==> src/rtl/flash_bridge_pkg.sv <==
// Shared helpers for the flash fetch bridge.
// Assumes a 32-bit flash word holding two 16-bit processor words, even offset high.
package flash_bridge_pkg;

    localparam int HALF_W = 16;
    localparam int WORD_W = 32;

    // Pick one 16-bit half of a flash word from the odd/even offset bit.
    function automatic logic [HALF_W-1:0] pick_half(input logic [WORD_W-1:0] word,
                                                   input logic odd);
        return odd ? word[HALF_W-1:0] : word[WORD_W-1:HALF_W];
    endfunction

endpackage

==> src/rtl/rom_window_decode.sv <==
// Decides whether a processor word address lies in the ROM window and
// derives the flash word address and half-select bit from the offset.
// Assumes ROM_BASE is even so that the offset parity matches the address parity.
module rom_window_decode #(
    parameter int CPU_AW    = 23,
    parameter int ROM_BASE  = 'h4000,
    parameter int ROM_WORDS = 8192,
    parameter int FL_AW     = 12
) (
    input  logic [CPU_AW-1:0] addr,
    output logic              in_win,
    output logic [FL_AW-1:0]  word_addr,
    output logic              odd
);
    localparam logic [CPU_AW:0] LO = (CPU_AW+1)'(ROM_BASE);
    localparam logic [CPU_AW:0] HI = (CPU_AW+1)'(ROM_BASE + ROM_WORDS);

    logic [CPU_AW:0] wide;
    logic [CPU_AW:0] offset;

    // Range compare and offset computation, one extra bit to avoid wrap.
    always_comb begin
        wide      = {1'b0, addr};
        in_win    = (wide >= LO) && (wide < HI);
        offset    = wide - LO;
        word_addr = offset[FL_AW:1];
        odd       = offset[0];
    end
endmodule

==> src/rtl/read_pulse_gen.sv <==
// Turns the gated request level into a single-cycle read strobe on its rising edge.
// Assumes the processor drops its read enable between distinct requests.
module read_pulse_gen (
    input  logic clk,
    input  logic rst_n,
    input  logic hit,
    output logic pulse
);
    logic hit_q;

    // Remember last cycle's gated request for edge detection.
    always_ff @(posedge clk) begin
        if (!rst_n) hit_q <= 1'b0;
        else        hit_q <= hit;
    end

    assign pulse = hit & ~hit_q;

    // the strobe never lasts more than one cycle.
    a_r2_one_cycle: assert property (@(posedge clk) disable iff (!rst_n)
        pulse |=> !pulse);
endmodule

==> src/rtl/ack_delay_line.sv <==
// Shift register that carries each issued strobe and its half-select bit
// through LAT stages so that it emerges when the flash data is valid.
// Assumes LAT >= 1; every stage moves every cycle, so requests never merge.
module ack_delay_line #(
    parameter int LAT = 5
) (
    input  logic clk,
    input  logic rst_n,
    input  logic in_vld,
    input  logic in_odd,
    output logic out_vld,
    output logic out_odd
);
    logic [LAT-1:0] vld_sr;
    logic [LAT-1:0] odd_sr;

    // First stage captures the newly issued strobe.
    always_ff @(posedge clk) begin
        if (!rst_n) begin
            vld_sr[0] <= 1'b0;
            odd_sr[0] <= 1'b0;
        end else begin
            vld_sr[0] <= in_vld;
            odd_sr[0] <= in_odd;
        end
    end

    genvar g;
    generate
        for (g = 1; g < LAT; g++) begin : g_stage
            // Advance one stage per clock.
            always_ff @(posedge clk) begin
                if (!rst_n) begin
                    vld_sr[g] <= 1'b0;
                    odd_sr[g] <= 1'b0;
                end else begin
                    vld_sr[g] <= vld_sr[g-1];
                    odd_sr[g] <= odd_sr[g-1];
                end
            end
        end
    endgenerate

    assign out_vld = vld_sr[LAT-1];
    assign out_odd = odd_sr[LAT-1];
endmodule

==> src/rtl/flash_fetch_bridge.sv <==
// Bridges a 16-bit processor fetch port to a 32-bit fixed-latency flash read port.
// Assumes the flash returns data exactly FLASH_LAT cycles after a one-cycle strobe.
module flash_fetch_bridge #(
    parameter int CPU_AW    = 23,
    parameter int ROM_BASE  = 'h4000,
    parameter int ROM_WORDS = 8192,
    parameter int FLASH_LAT = 5,
    parameter int FL_AW     = $clog2(ROM_WORDS) - 1
) (
    input  logic              clk,
    input  logic              rst_n,
    input  logic              cpu_rd_en,
    input  logic [CPU_AW-1:0] cpu_addr,
    output logic [15:0]       cpu_rdata,
    output logic              cpu_ack,
    output logic              fl_read,
    output logic [FL_AW-1:0]  fl_addr,
    input  logic [31:0]       fl_rdata,
    input  logic              fl_rvalid
);
    import flash_bridge_pkg::*;

    logic in_win;
    logic odd_now;
    logic hit;
    logic odd_out;

    rom_window_decode #(
        .CPU_AW(CPU_AW), .ROM_BASE(ROM_BASE), .ROM_WORDS(ROM_WORDS), .FL_AW(FL_AW)
    ) i_decode (
        .addr(cpu_addr), .in_win(in_win), .word_addr(fl_addr), .odd(odd_now)
    );

    assign hit = cpu_rd_en & in_win;

    read_pulse_gen i_pulse (
        .clk(clk), .rst_n(rst_n), .hit(hit), .pulse(fl_read)
    );

    ack_delay_line #(.LAT(FLASH_LAT)) i_delay (
        .clk(clk), .rst_n(rst_n), .in_vld(fl_read), .in_odd(odd_now),
        .out_vld(cpu_ack), .out_odd(odd_out)
    );

    assign cpu_rdata = pick_half(fl_rdata, odd_out);

    // a strobe needs the processor read enable.
    a_r1_read_gated: assert property (@(posedge clk) disable iff (!rst_n)
        fl_read |-> cpu_rd_en);

    // the acknowledge lands on the flash data-valid cycle.
    a_r4_ack_on_valid: assert property (@(posedge clk) disable iff (!rst_n)
        cpu_ack |-> fl_rvalid);

    // distinct requests never merge into a stretched acknowledge.
    a_r6_ack_single: assert property (@(posedge clk) disable iff (!rst_n)
        cpu_ack |=> !cpu_ack);
endmodule

==> config.mk <==
export PLATFORM = sky130hd
export DESIGN_NAME = flash_fetch_bridge
export DESIGN_NICKNAME = d
export VERILOG_FILES = /design/src/rtl/flash_bridge_pkg.sv /design/src/rtl/rom_window_decode.sv /design/src/rtl/read_pulse_gen.sv /design/src/rtl/ack_delay_line.sv /design/src/rtl/flash_fetch_bridge.sv
export SDC_FILE = /design/constraint.sdc
export NUM_CORES = 1
export LEC_CHECK = 0
export ABC_AREA = 1
export CAP_MARGIN = 15
export CORE_UTILIZATION = 27
export CTS_CLUSTER_DIAMETER = 30
export DETAILED_ROUTE_END_ITERATION = 7
export GPL_ROUTABILITY_DRIVEN = 0
export PLACE_DENSITY = 0.85
export SKIP_CTS_REPAIR_TIMING = 1
export SLEW_MARGIN = 20
export SYNTH_ARGS = -nofsm -noshare
export SYNTH_HDL_FRONTEND = slang
export SYNTH_SLANG_ARGS = --single-unit
==> constraint.sdc <==
create_clock -name clk -period 3.15 [get_ports clk]
set_clock_uncertainty 0.1 [all_clocks]
set_input_delay 0.7875 -clock clk [delete_from_list [all_inputs] [get_ports clk]]
set_output_delay 0.7875 -clock clk [all_outputs]
set_load 0.01 [all_outputs]
# Word level (Yosys, flattened, before mapping)
# Index checks and enable logic that the tools add are counted.
# W data, S select, Z words.
[word_totals] ff_bits=11 out_inout_bits=30 in_bits=59 word_cells=19
[classes] n_addsub=1 reduce_logical=1 n_bitwise=3 n_mux=1 magnitude_cmp=2
[ops] operator="$ge A23 B15 Y1 const B" n=1
[ops] operator="$lt A23 B15 Y1 const B" n=1
[ops] operator="$mux W16" n=1
[ops] operator="$sub A13 B1 Y13 const B" n=1
[ops] operator="$and A1 B1 Y1" n=2
[ops] operator="$logic_and A1 B1 Y1" n=1
[ops] operator="$not A1 Y1" n=1

# Longest topological paths before layout
[depth] depth_word=4 depth_mapped=6 ltp_nobuf=6

# Cells and area by module
# From an unflattened synthesis, not the netlist that was laid out.
[hier_totals] hier_cells=112 hier_area_um2=708.2
[by_module_without_submodules] mod="ack_delay_line" cells_each=31 area_per_inst_um2=286.5 seq_area_each_um2=200.2 instances=1
[by_module_without_submodules] mod="flash_fetch_bridge" cells_each=54 area_per_inst_um2=251.5 seq_area_each_um2=0.0 instances=1
[by_module_without_submodules] mod="rom_window_decode" cells_each=22 area_per_inst_um2=132.6 seq_area_each_um2=0.0 instances=1
[by_module_without_submodules] mod="read_pulse_gen" cells_each=5 area_per_inst_um2=37.5 seq_area_each_um2=20.0 instances=1

# Least setup slack after synthesis
# Ideal clock, no wire load.
[synth_path] kind="input-to-output" startpoint="input cpu_addr[16]" endpoint="output fl_read" t_arrival_ps=1258 path_buffers=0 stages=5 setup_slack_ps=1005 required_time_ps=2263 cell_sequence="nor2_1 nand2_1 nor2_1 nand2_1 nor2_1"
[synth_between] elab_chain_cells=4 word_cells_on_any_way=5 cone_classes="2 x order compare; 2 x bitwise; 1 x reduce/logical"
[synth_lines] item="start, declared" line_no="flash_fetch_bridge.sv:13" source="input logic [CPU_AW-1:0] cpu_addr,"
[synth_lines] item="$ge A23 B15 Y1 or $lt A23 B15 Y1 (tied branches)" line_no="rom_window_decode.sv:24" source="in_win = (wide >= LO) && (wide < HI);"
[synth_lines] item="$logic_and A1 B1 Y1 *" line_no="rom_window_decode.sv:24"
[synth_lines] item="$and A1 B1 Y1 *" line_no="flash_fetch_bridge.sv:34" source="assign hit = cpu_rd_en & in_win;"
[synth_lines] item="$and A1 B1 Y1 *" line_no="read_pulse_gen.sv:17" source="assign pulse = hit & ~hit_q;"
[synth_lines] item="end, declared" line_no="flash_fetch_bridge.sv:16" source="output logic fl_read,"
# Mark *: on every way between the ends. The rest lies on a longest branch, timed or not.

# Worst setup path after layout
[layout_path] startpoint="input fl_rdata[28]" endpoint="output cpu_rdata[12]"
[layout_between] elab_chain_cells=1
[layout_lines] item="start, declared" line_no="flash_fetch_bridge.sv:18" source="input logic [31:0] fl_rdata,"
[layout_lines] item="$mux W16" line_no="flash_bridge_pkg.sv:11" source="return odd ? word[HALF_W-1:0] : word[WORD_W-1:HALF_W];"
[layout_lines] item="end, declared" line_no="flash_fetch_bridge.sv:14" source="output logic [15:0] cpu_rdata,"
# No other way between the ends.

==> PnR_summary.wiki <==
{| class="wikitable"
! Metric !! Value
|-
| Placed wire-length estimate after detailed placement || 1.613 mm
|-
| Setup repair after global routing missed its margin || no
|-
| Final setup violation count || 0
|-
| All-layer global routing usage || 14.02%
|-
| Via count of the first global-routing pass || 668
|-
| Worst hold-check path type || flip-flop to flip-flop
|-
| Synth Instances || 74
|-
| Setup slack of the most critical reg-to-reg path || 2.55 ns
|-
| Largest stage delay, worst path || 0.47 ns
|-
| Root Buffer || sky130_fd_sc_hd__clkbuf_4
|-
| ANT cells || 0
|-
| Synth Net Count || 133
|-
| Sequential cell area fraction in the yosys report || 31.94%
|-
| Yosys synthesis warning count || 0
|-
| End point of the worst hold path || i_delay.odd_sr[3]
|-
| Worst setup timing slack at the placement stage || 0.003035 ns
|-
| Commonest cells after routing, fill and taps aside || 62 x sky130_fd_sc_hd__clkdlybuf4s50_1, 12 x sky130_fd_sc_hd__nand2_1, 11 x sky130_fd_sc_hd__inv_1, 11 x sky130_fd_sc_hd__dfxtp_1, 10 x sky130_fd_sc_hd__mux2_4
|-
| Worst-case setup margin in the final layout || 0.3118 ns
|-
| Ratio of routed vias to standard cells || 4.206
|-
| Cell depth of the worst min-delay path || 2
|-
| Final WL || 1.810 mm
|-
| Startpoint of the lowest-slack hold path || i_delay.odd_sr[2]
|-
| Syn_area_per_cell || 9.316 um2
|-
| Port Buffers || 63
|-
| Final clock period utilization by the worst path || 90.10%
|-
| CP Data Required Time || 2.26 ns
|-
| Post-Synthesis Cell Area || 689.4 um2
|-
| Capturing point of the worst reg2reg path || i_delay.vld_sr[3]
|-
| X dimension of the die || 52.53 um
|-
| Leakage power || 0.5927 nW
|-
| Chip Height || 52.53 um
|-
| CP cell instances || clkdlybuf4s50_1, mux2_2, clkdlybuf4s50_1
|-
| Number of nets still failing antenna checks after routing || 0
|-
| Crit path capture type || output pin
|-
| Final number of hold-violating endpoints || 0
|-
| Yosys cell types || 12
|-
| Accumulated negative setup slack || 0 ns
|-
| Pre-Repair DR Iteration Count || 2
|-
| Initial Util || 29.74%
|-
| Max-slew headroom at the worst pin || 77.14%
|-
| Most common cell type on the critical path || sky130_fd_sc_hd__clkdlybuf4s50_1
|-
| Area growth from synthesis to layout || 83.48%
|-
| Number of cells on the worst reg-to-reg path || 2
|-
| # nets final || 187
|-
| Insertion delay of the later-clocked pin in the worst-skew pair || 0.27 ns
|-
| TritonCTS clock tree || yes
|-
| Worst path slowest cell || sky130_fd_sc_hd__clkdlybuf4s50_1
|-
| Reg clk slew, reported paths || 0.06 ns
|-
| Post-Layout Inst Area || 1265 um2
|-
| Yosys top cell area share || 31.94%
|-
| Pwr/cell area || 270.5 nW/um2
|-
| Number of antenna violations at the first check in global routing || 0
|-
| CTS Buf Count || 3
|-
| Starting DRC count in detailed routing || 5
|-
| Element type at the critical path start || input pin
|-
| Worst-case clock buffer depth || 2
|-
| Result of the run || finished clean
|-
| Worst ir drop on vdd || 288.2 uV
|-
| Pin count of the biggest net entering global routing || 11
|-
| Routed vias || 652
|-
| Core region area || 2318 um2
|-
| Biggest area consumer among synthesized cells || sky130_fd_sc_hd__dfxtp_1
|-
| Die area || 2759 um2
|-
| Placement Rows || 17
|-
| Max-capacitance violation count || 0
|-
| Path type of the worst setup path || input pin to output pin
|-
| Number of remaining DRC errors || 0
|-
| Max Transition Viols Final || 0
|-
| Number of flip-flops and latches in the synthesized netlist || 11
|-
| Aggregate global routing overflow || 0
|-
| TritonCTS Sinks || 11
|-
| Minimum period implied by the final worst setup slack || 2.838 ns
|-
| I/O pin count || 89
|-
| Data arrival time of the critical path || 1.95 ns
|-
| Critical path fanouts, max || 1
|-
| Pin slew with the least headroom to its limit || 0.3424 ns
|-
| Placed instance area || 1236 um2
|-
| First-pass GRT wire length || 2.691 mm
|-
| Fraction of the core area covered by cells at the end of the flow || 54.56%
|-
| Share of cells above drive strength 1 || 15.75%
|-
| Source of the worst register-to-register timing path || i_delay.vld_sr[2]
|-
| Highest clock rate || 352.3 MHz
|-
| Routed wirelength normalized by instance count || 11.68 um
|-
| Most common library cell in the layout ignoring fill and taps || sky130_fd_sc_hd__clkdlybuf4s50_1
|-
| Number of levels the H-tree was split into || 1
|-
| Largest cells by area after synthesis || sky130_fd_sc_hd__dfxtp_1 32%, sky130_fd_sc_hd__mux2_4 22%, sky130_fd_sc_hd__buf_4 13%
|}
[cell families after synthesis]
logic type             after synthesis  synth area share [%]
buffers and inverters               26                 24.32
AND/OR/NAND/NOR                     21                 12.16
multiplexers                        16                 31.58
flip-flops                          11                 31.94
[per-stage QoR]
step	cells	hold slack, ns	power, mW
after floorplan	74	0.2864	0.1893
after global placement	151	0.2917	0.2513
after detailed placement	151	0.2990	0.2526
after CTS	155	0.3116	0.3476
after global routing	155	0.3344	0.3589
final	155	0.3083	0.3421
[worst max path at each step]
stage	from	endpoint	cells after the start
2_1_floorplan	cpu_addr[16]	fl_read	5
3_3_place_gp	cpu_addr[14]	fl_read	8
3_5_place_dp	cpu_addr[14]	fl_read	8
4_1_cts	cpu_addr[14]	fl_read	8
5_1_grt	fl_rdata[20]	cpu_rdata[4]	3
6_report	fl_rdata[28]	cpu_rdata[12]	3
[state kept, by name, summed over array words and instances, names as in the netlist]
register         count
i_pulse.hit_q        1
i_delay.out_odd      1
i_delay.vld_sr       4
i_delay.out_vld      1
i_delay.odd_sr       4
[per-layer routing]
metal,up-vias,global-route usage [%],part of all wire [%]
met5,-,0,0
met4,0,4.825,1.5
met3,4,12.46,22
met2,58,23.84,43
met1,270,11.52,34
li1,320,-,-
[power by group]
part           internal [mW]  leakage, nW  switching, mW
registers              0.141       0.0892       0.000792
clock network         0.0491       0.0150         0.0445
logic                 0.0821        0.489         0.0248
[synthesized netlist by cell type]
cell / instances
sky130_fd_sc_hd__buf_6: 1
sky130_fd_sc_hd__mux2_2: 6
sky130_fd_sc_hd__nor2_1: 7
sky130_fd_sc_hd__nand2_1: 12
sky130_fd_sc_hd__nor3b_1: 1
sky130_fd_sc_hd__inv_1: 11
sky130_fd_sc_hd__nand3_1: 1
sky130_fd_sc_hd__mux2_4: 10
sky130_fd_sc_hd__buf_4: 12
sky130_fd_sc_hd__buf_2: 1
sky130_fd_sc_hd__dfxtp_1: 11
sky130_fd_sc_hd__buf_12: 1
[critical path, delay by kind of cell]
kind	cells	cell delay, ns
buf+inv	2	0.89
mux	1	0.27
[cell type report]
class / instances / area, um2
tap: 28 / 35.03
timing repair buffer: 64 / 640.6
clock buffer: 4 / 26.28
sequential: 11 / 220.2
multi-input combinational: 37 / 301.5
fill: 210 / 1054
inverter: 11 / 41.29
No activity file was read; power rests on OpenSTA's default activity.
